==> src/rtl/can_ovld_pkg.sv <==
package can_ovld_pkg;
    typedef enum logic [1:0] {
        PH_IDLE  = 2'd0,
        PH_FLAG  = 2'd1,
        PH_DELIM = 2'd2
    } ovld_phase_e;

    localparam int DEF_FLAG_BITS  = 6;
    localparam int DEF_DELIM_BITS = 8;
    localparam int DEF_MAX_REQ    = 2;
    localparam int DEF_REACT_IFS  = 2;
endpackage

==> src/rtl/ovld_detect.sv <==
// Reactive trigger decode: pure combinational view of the current bit.
module ovld_detect #(
    parameter int IFS_POS_W = 2,
    parameter int REACT_IFS = 2
) (
    input  logic                 bit_tick,
    input  logic                 rx_bit,
    input  logic                 idle,
    input  logic                 own_dlm_last,
    input  logic                 in_ifs,
    input  logic [IFS_POS_W-1:0] ifs_pos,
    input  logic                 eof_last,
    input  logic                 err_dlm_last,
    input  logic                 is_tx,
    output logic                 react_hit
);
    localparam logic [IFS_POS_W-1:0] REACT_LIM = IFS_POS_W'(REACT_IFS);

    logic dom;
    logic idle_cond;

    always_comb begin
        dom       = bit_tick && !rx_bit;
        idle_cond = (in_ifs && (ifs_pos < REACT_LIM))
                  || (eof_last && !is_tx)
                  || err_dlm_last;
        react_hit = dom && ((idle && idle_cond) || own_dlm_last);
    end
endmodule

==> src/rtl/ovld_req_track.sv <==
// Requested-overload bookkeeping: armed flag and per-frame limit.
module ovld_req_track #(
    parameter int MAX_REQ = 2
) (
    input  logic clk,
    input  logic rst_n,
    input  logic msg_stored,
    input  logic req_en,
    input  logic sof_seen,
    input  logic opp,
    input  logic react_hit,
    output logic req_fire
);
    localparam int RC_W = $clog2(MAX_REQ + 1);
    localparam logic [RC_W-1:0] REQ_LIM = RC_W'(MAX_REQ);

    typedef struct packed {
        logic            pend;
        logic [RC_W-1:0] cnt;
    } req_st_t;

    req_st_t st_d, st_q;
    logic    consume;

    always_comb begin
        st_d     = st_q;
        consume  = opp && !react_hit;
        req_fire = consume && st_q.pend && (st_q.cnt < REQ_LIM);

        if (consume) begin
            st_d.pend = 1'b0;
        end
        if (req_fire) begin
            st_d.cnt = st_q.cnt + RC_W'(1);
        end
        if (sof_seen) begin
            st_d.pend = 1'b0;
            st_d.cnt  = '0;
        end
        if (msg_stored && req_en) begin
            st_d.pend = 1'b1;
        end
    end

    always_ff @(posedge clk or negedge rst_n) begin
        if (!rst_n) begin
            st_q <= '0;
        end else begin
            st_q <= st_d;
        end
    end
endmodule

==> src/rtl/ovld_seq.sv <==
// Flag / delimiter sequencer, advancing on bit strobes only.
module ovld_seq
    import can_ovld_pkg::*;
#(
    parameter int FLAG_BITS  = 6,
    parameter int DELIM_BITS = 8
) (
    input  logic clk,
    input  logic rst_n,
    input  logic bit_tick,
    input  logic start,
    output logic idle,
    output logic own_dlm_last,
    output logic tx_bit,
    output logic busy
);
    localparam int MAXB  = (FLAG_BITS > DELIM_BITS) ? FLAG_BITS : DELIM_BITS;
    localparam int CNT_W = $clog2(MAXB + 1);
    localparam logic [CNT_W-1:0] FLAG_END  = CNT_W'(FLAG_BITS - 1);
    localparam logic [CNT_W-1:0] DELIM_END = CNT_W'(DELIM_BITS - 1);

    typedef struct packed {
        ovld_phase_e      ph;
        logic [CNT_W-1:0] cnt;
    } seq_st_t;

    seq_st_t st_d, st_q;

    always_comb begin
        idle         = (st_q.ph == PH_IDLE);
        own_dlm_last = (st_q.ph == PH_DELIM) && (st_q.cnt == DELIM_END);
        tx_bit       = (st_q.ph != PH_FLAG);
        busy         = !idle;
    end

    always_comb begin
        st_d = st_q;
        if (bit_tick) begin
            unique case (st_q.ph)
                PH_IDLE: begin
                    if (start) begin
                        st_d.ph  = PH_FLAG;
                        st_d.cnt = '0;
                    end
                end
                PH_FLAG: begin
                    if (st_q.cnt == FLAG_END) begin
                        st_d.ph  = PH_DELIM;
                        st_d.cnt = '0;
                    end else begin
                        st_d.cnt = st_q.cnt + CNT_W'(1);
                    end
                end
                PH_DELIM: begin
                    if (st_q.cnt == DELIM_END) begin
                        st_d.ph  = start ? PH_FLAG : PH_IDLE;
                        st_d.cnt = '0;
                    end else begin
                        st_d.cnt = st_q.cnt + CNT_W'(1);
                    end
                end
                default: begin
                    st_d.ph  = PH_IDLE;
                    st_d.cnt = '0;
                end
            endcase
        end
    end

    always_ff @(posedge clk or negedge rst_n) begin
        if (!rst_n) begin
            st_q <= '{ph: PH_IDLE, cnt: '0};
        end else begin
            st_q <= st_d;
        end
    end
endmodule

==> src/rtl/can_ovld_trigger.sv <==
module can_ovld_trigger
    import can_ovld_pkg::*;
#(
    parameter int FLAG_BITS  = DEF_FLAG_BITS,
    parameter int DELIM_BITS = DEF_DELIM_BITS,
    parameter int MAX_REQ    = DEF_MAX_REQ,
    parameter int REACT_IFS  = DEF_REACT_IFS,
    parameter int IFS_POS_W  = 2
) (
    input  logic                 clk,
    input  logic                 rst_n,
    input  logic                 bit_tick,
    input  logic                 rx_bit,
    input  logic                 in_ifs,
    input  logic [IFS_POS_W-1:0] ifs_pos,
    input  logic                 eof_last,
    input  logic                 err_dlm_last,
    input  logic                 is_tx,
    input  logic                 msg_stored,
    input  logic                 req_en,
    input  logic                 sof_seen,
    output logic                 tx_bit,
    output logic                 busy,
    output logic                 cnt_hold
);
    logic idle;
    logic own_dlm_last;
    logic react_hit;
    logic req_fire;
    logic opp;
    logic start;

    ovld_detect #(
        .IFS_POS_W (IFS_POS_W),
        .REACT_IFS (REACT_IFS)
    ) u_detect (
        .bit_tick     (bit_tick),
        .rx_bit       (rx_bit),
        .idle         (idle),
        .own_dlm_last (own_dlm_last),
        .in_ifs       (in_ifs),
        .ifs_pos      (ifs_pos),
        .eof_last     (eof_last),
        .err_dlm_last (err_dlm_last),
        .is_tx        (is_tx),
        .react_hit    (react_hit)
    );

    always_comb begin
        // A request is served at the bit that precedes intermission bit 0.
        opp   = bit_tick && ((idle && eof_last) || own_dlm_last);
        start = react_hit || req_fire;
    end

    ovld_req_track #(
        .MAX_REQ (MAX_REQ)
    ) u_req (
        .clk        (clk),
        .rst_n      (rst_n),
        .msg_stored (msg_stored),
        .req_en     (req_en),
        .sof_seen   (sof_seen),
        .opp        (opp),
        .react_hit  (react_hit),
        .req_fire   (req_fire)
    );

    ovld_seq #(
        .FLAG_BITS  (FLAG_BITS),
        .DELIM_BITS (DELIM_BITS)
    ) u_seq (
        .clk          (clk),
        .rst_n        (rst_n),
        .bit_tick     (bit_tick),
        .start        (start),
        .idle         (idle),
        .own_dlm_last (own_dlm_last),
        .tx_bit       (tx_bit),
        .busy         (busy)
    );

    // counters are held for the whole overload frame.
    assign cnt_hold = busy;
endmodule

==> config.mk <==
export PLATFORM = sky130hd
export DESIGN_NAME = can_ovld_trigger
export DESIGN_NICKNAME = d
export VERILOG_FILES = /design/src/rtl/can_ovld_pkg.sv /design/src/rtl/ovld_detect.sv /design/src/rtl/ovld_req_track.sv /design/src/rtl/ovld_seq.sv /design/src/rtl/can_ovld_trigger.sv
export SDC_FILE = /design/constraint.sdc
export NUM_CORES = 1
export LEC_CHECK = 0
export ABC_AREA = 1
export BUFFER_PORTS_ARGS = -buffer_cell sky130_fd_sc_hd__buf_2
export CORE_MARGIN = 2
export CORE_UTILIZATION = 41
export CTS_BUF_LIST = sky130_fd_sc_hd__clkbuf_4 sky130_fd_sc_hd__clkbuf_8 sky130_fd_sc_hd__clkbuf_16
export CTS_CLUSTER_SIZE = 14
export DETAILED_ROUTE_END_ITERATION = 6
export GPL_ROUTABILITY_DRIVEN = 0
export PLACE_DENSITY = 0.75
export SKIP_LAST_GASP = 1
export SLEW_MARGIN = 20
export SYNTH_ARGS = -nofsm -noshare
export SYNTH_HDL_FRONTEND = slang
export SYNTH_SLANG_ARGS = --single-unit
==> constraint.sdc <==
create_clock -name clk -period 1.4 [get_ports clk]
set_input_delay 0.14 -clock clk [delete_from_list [all_inputs] [get_ports clk]]
set_output_delay 0.14 -clock clk [all_outputs]
set_load 0.02 [all_outputs]
==> impl_metrics.py <==
metrics = {
    "status": {
        "outcome": "complete, but fails checks",
        "violations": "negative setup slack",
    },
    "power_and_ir_drop": {
        "p_total_mw": 1.48,
        "seq_power_share": 0.267,
        "power_density_nw_per_um2": 1630,
        "ir_drop_uv": 940,
        "power_switching_mw": 0.642,
        "power.clock.fraction": 0.144,
        "leakagePower_nw": 0.461,
        "p_sw_frac": 0.434,
        "power.internal_mw": 0.839,
        "combPwrFrac": 0.589,
    },
    "run": {
        "cap_violations": 0,
    },
    "sta": {
        "fin_tns_setup_ns": -1.04,
        "rsz0062_at_grt": "yes",
        "fmaxAchievable_mhz": 650,
        "layout_setup_ws_ns": -0.138,
        "slew_headroom": 0.774,
        "finalHoldViolations": 0,
        "min_period_over_period": 1.10,
        "setup_viol": 9,
        "finalMaxSlewViolations": 0,
        "tightest_slew_ns": 0.336,
        "fin_skew_ns": 0.000625,
        "fin_crit_ns": 1.54,
    },
    "detailed_routing": {
        "num_vias": 617,
        "avgViaCountPerCell": 4.94,
        "drt_iter0_drc": 8,
        "drt_pass1_iterations": 4,
        "ant_nets": 0,
        "drc": 0,
        "wire_per_inst_microns": 11.1,
        "wl_microns": 1390,
    },
    "grt": {
        "grt_overflow": 0,
        "grt_pass1_vias": 588,
        "antenna_found_initial": 0,
        "grt_max_degree": 10,
        "grt_pass1_wl_microns": 2280,
        "grt_usage": 0.164,
    },
    "critical_path": {
        "worstPathRequired_ns": 1.55,
        "cp-end-kind": "register",
        "rrSetupSlack_ns": -0.14,
        "cp_cell_sequence": "ha_4, nand2_4, nor2_4, nand2_2, a21oi_4, nand4_4, nand3_4, nand2_8, nand2_2, o21ai_2",
        "start_kind": "register",
        "cp_max_fo": 8,
        "slowest_stage": "dfrtp_1",
        "crit_arrival_ns": 1.68,
        "cpPeakStageDelay_ns": 0.39,
        "worstSetupPathType": "register to register",
        "cpMostUsedCell": "nand2_2",
    },
    "clock_network": {
        "clock-sinks": 9,
        "cts_buffers": 3,
        "htreeDepth": 1,
        "cts_buffer_depth": 2,
        "root_buffer": "clkbuf_4",
        "cts_tree": "built",
        "cts.clk_slew.worst_paths_ns": 0.06,
        "clock_latency_ns": 0.25,
    },
    "layout": {
        "area_growth_pct": 45.0,
        "n_antenna_cell": 0,
        "final_cells": 125,
        "nets": 125,
        "drive_gt1_frac": 0.486,
    },
    "floorplan": {
        "core_sq_um": 1470,
        "start_util": 0.427,
        "die_w_microns": 43.1,
        "die_y_microns": 43.1,
        "rows": 14,
        "io_pins": 16,
        "die_area_sq_um": 1860,
    },
    "yosys": {
        "synth.net_count": 93,
        "yosys.area.top_type": "dfrtp_1",
        "syn_area_sq_um": 628,
        "synthTopCellsByArea": "dfrtp_1 (36%), nand2_1 (11%), inv_1 (9.0%)",
        "synthFlopType": "dfrtp_1",
        "yosysWarnings": 0,
        "ys_ff_latch": 9,
        "ys_seq_area_frac": 0.359,
        "synthCells": 78,
        "synth.avg_cell_area_sq_um": 8.05,
        "synth_edf_count": 0,
        "async_flop_share": 1.00,
        "ys_types": 24,
        "yosysTopAreaCellShare": 0.359,
    },
    "placed_design": {
        "placedCellCount": 118,
        "post-dp-hpwl_microns": 1060,
        "portBuffers": 14,
    },
    "worst_hold_path": {
        "hp-class": "input port to register",
    },
}
-- flip-flops by register name (all words and copies together), names as in the netlist --
name        cells
u_req.st_q      3
u_seq.st_q      6
-- synth_stat cells, types with 2 or more instances --
cell	instances
a21oi_1	2
dfrtp_1	9
ha_1	2
inv_1	15
nand2_1	18
nand2_2	2
nand3_1	5
nand3b_1	2
nand4_1	2
nor2_1	2
nor2_2	3
o21ai_2	4
-- per-layer routing --
metal / vias up / part of all wire / wire (microns) / track usage
met4: 0 / 0.026 / 36 / 0.103
met1: 290 / 0.45 / 621 / 0.193
met2: 9 / 0.51 / 704 / 0.275
li1: 312 / - / - / -
met3: 6 / 0.018 / 25 / 0.0255
met5: - / 0 / 0 / 0
-- placed cells by master, fill, tap and decap left out --
master and instances:
nor2_4 1, a32o_1 1, buf_6 1, a21boi_0 1
nor2_2 2, a21oi_2 2, nand2_8 1, nand3_2 1
inv_1 15, o21a_1 1, nand4_1 2, clkbuf_4 4
and2_2 1, dfrtp_1 9, nand3_4 1, or2_2 1
ha_1 1, a21oi_4 1, buf_4 12, nand4_4 1
o21ai_1 1, dlygate4sd3_1 1, nor2_1 2, nand2_4 1
nand3b_1 2, o211ai_1 1, nand3_1 4, buf_2 14
nand2_2 4, ha_4 1, o21ai_2 4, nand2_1 15
-- what timing repair did --
item,4_1_cts,5_1_grt
gates resized for setup,8,5
hold buffers,1,0
pin swaps,1,2
endpoints found under the hold margin,9,0
endpoints found under the setup margin,9,9
buffers inserted,2,0
-- logic make-up (layout without fill, tap and decap cells) --
family                     Yosys count  in the layout  share of synthesized area
buffers and inverters               16             47                      0.102
DFF                                  9              9                      0.359
adders and majority gates            2              2                     0.0398
AOI/OAI and AO/OA                   12             12                      0.157
and+or+nand+nor                     39             39                      0.343
-- path summary, 6_finish.rpt --
path | start | to | cells after the start
worst max-delay path | u_seq.st_q[1]$_DFFE_PN0P_ | u_seq.st_q[1]$_DFFE_PN0P_ | 10
worst min-delay path | sof_seen | u_req.st_q[1]$_DFFE_PN0P_ | 2
worst max register to register | u_seq.st_q[1]$_DFFE_PN0P_ | u_seq.st_q[1]$_DFFE_PN0P_ | 10
worst min register to register | u_req.st_q[1]$_DFFE_PN0P_ | u_req.st_q[1]$_DFFE_PN0P_ | 2
max in group asynchronous | rst_n | u_req.st_q[0]$_DFFE_PN0P_ | 2
min in group asynchronous | rst_n | u_seq.st_q[3]$_DFFE_PN0P_ | 2
-- critical path, delay by kind of cell, from the launching register on --
kind	cells	cell delay, ns
AOI/OAI and AO/OA	2	0.21
adders and majority gates	1	0.16
DFF	1	0.39
and+or+nand+nor	7	0.66
-- per-stage QoR --
| stage | hold slack (ns) | setup slack [ns] | util | cell area [sq um] |
|---|---|---|---|---|
| global route | 0.0809 | -0.221 | 0.619 | 911 |
| global placement | -0.00265 | -0.122 | 0.539 | 793 |
| detailed placement | 0.00207 | -0.153 | 0.539 | 793 |
| finish | 0.0845 | -0.138 | 0.619 | 911 |
| CTS | 0.0717 | -0.157 | 0.602 | 886 |
| floorplan | -0.156 | -0.104 | - | 628 |
-- power groups by stage --
| stage | Combinational [mW] | Clock [mW] | Sequential (mW) |
|---|---|---|---|
| after detailed placement | 0.780 | 0 | 0.384 |
| after floorplan | 0.490 | 0 | 0.392 |
| after global routing | 0.959 | 0.231 | 0.405 |
| after CTS | 0.854 | 0.222 | 0.382 |
| after global placement | 0.751 | 0 | 0.380 |
| final | 0.873 | 0.213 | 0.396 |
-- cell type report --
type	instances	area, sq um
inverter	15	56.3
timing repair buffer	28	181
fill	123	561
clock buffer	4	30.0
multi-input combinational	53	398
sequential	9	225
tap	16	20.0
(Power assumes the default switching activity.)
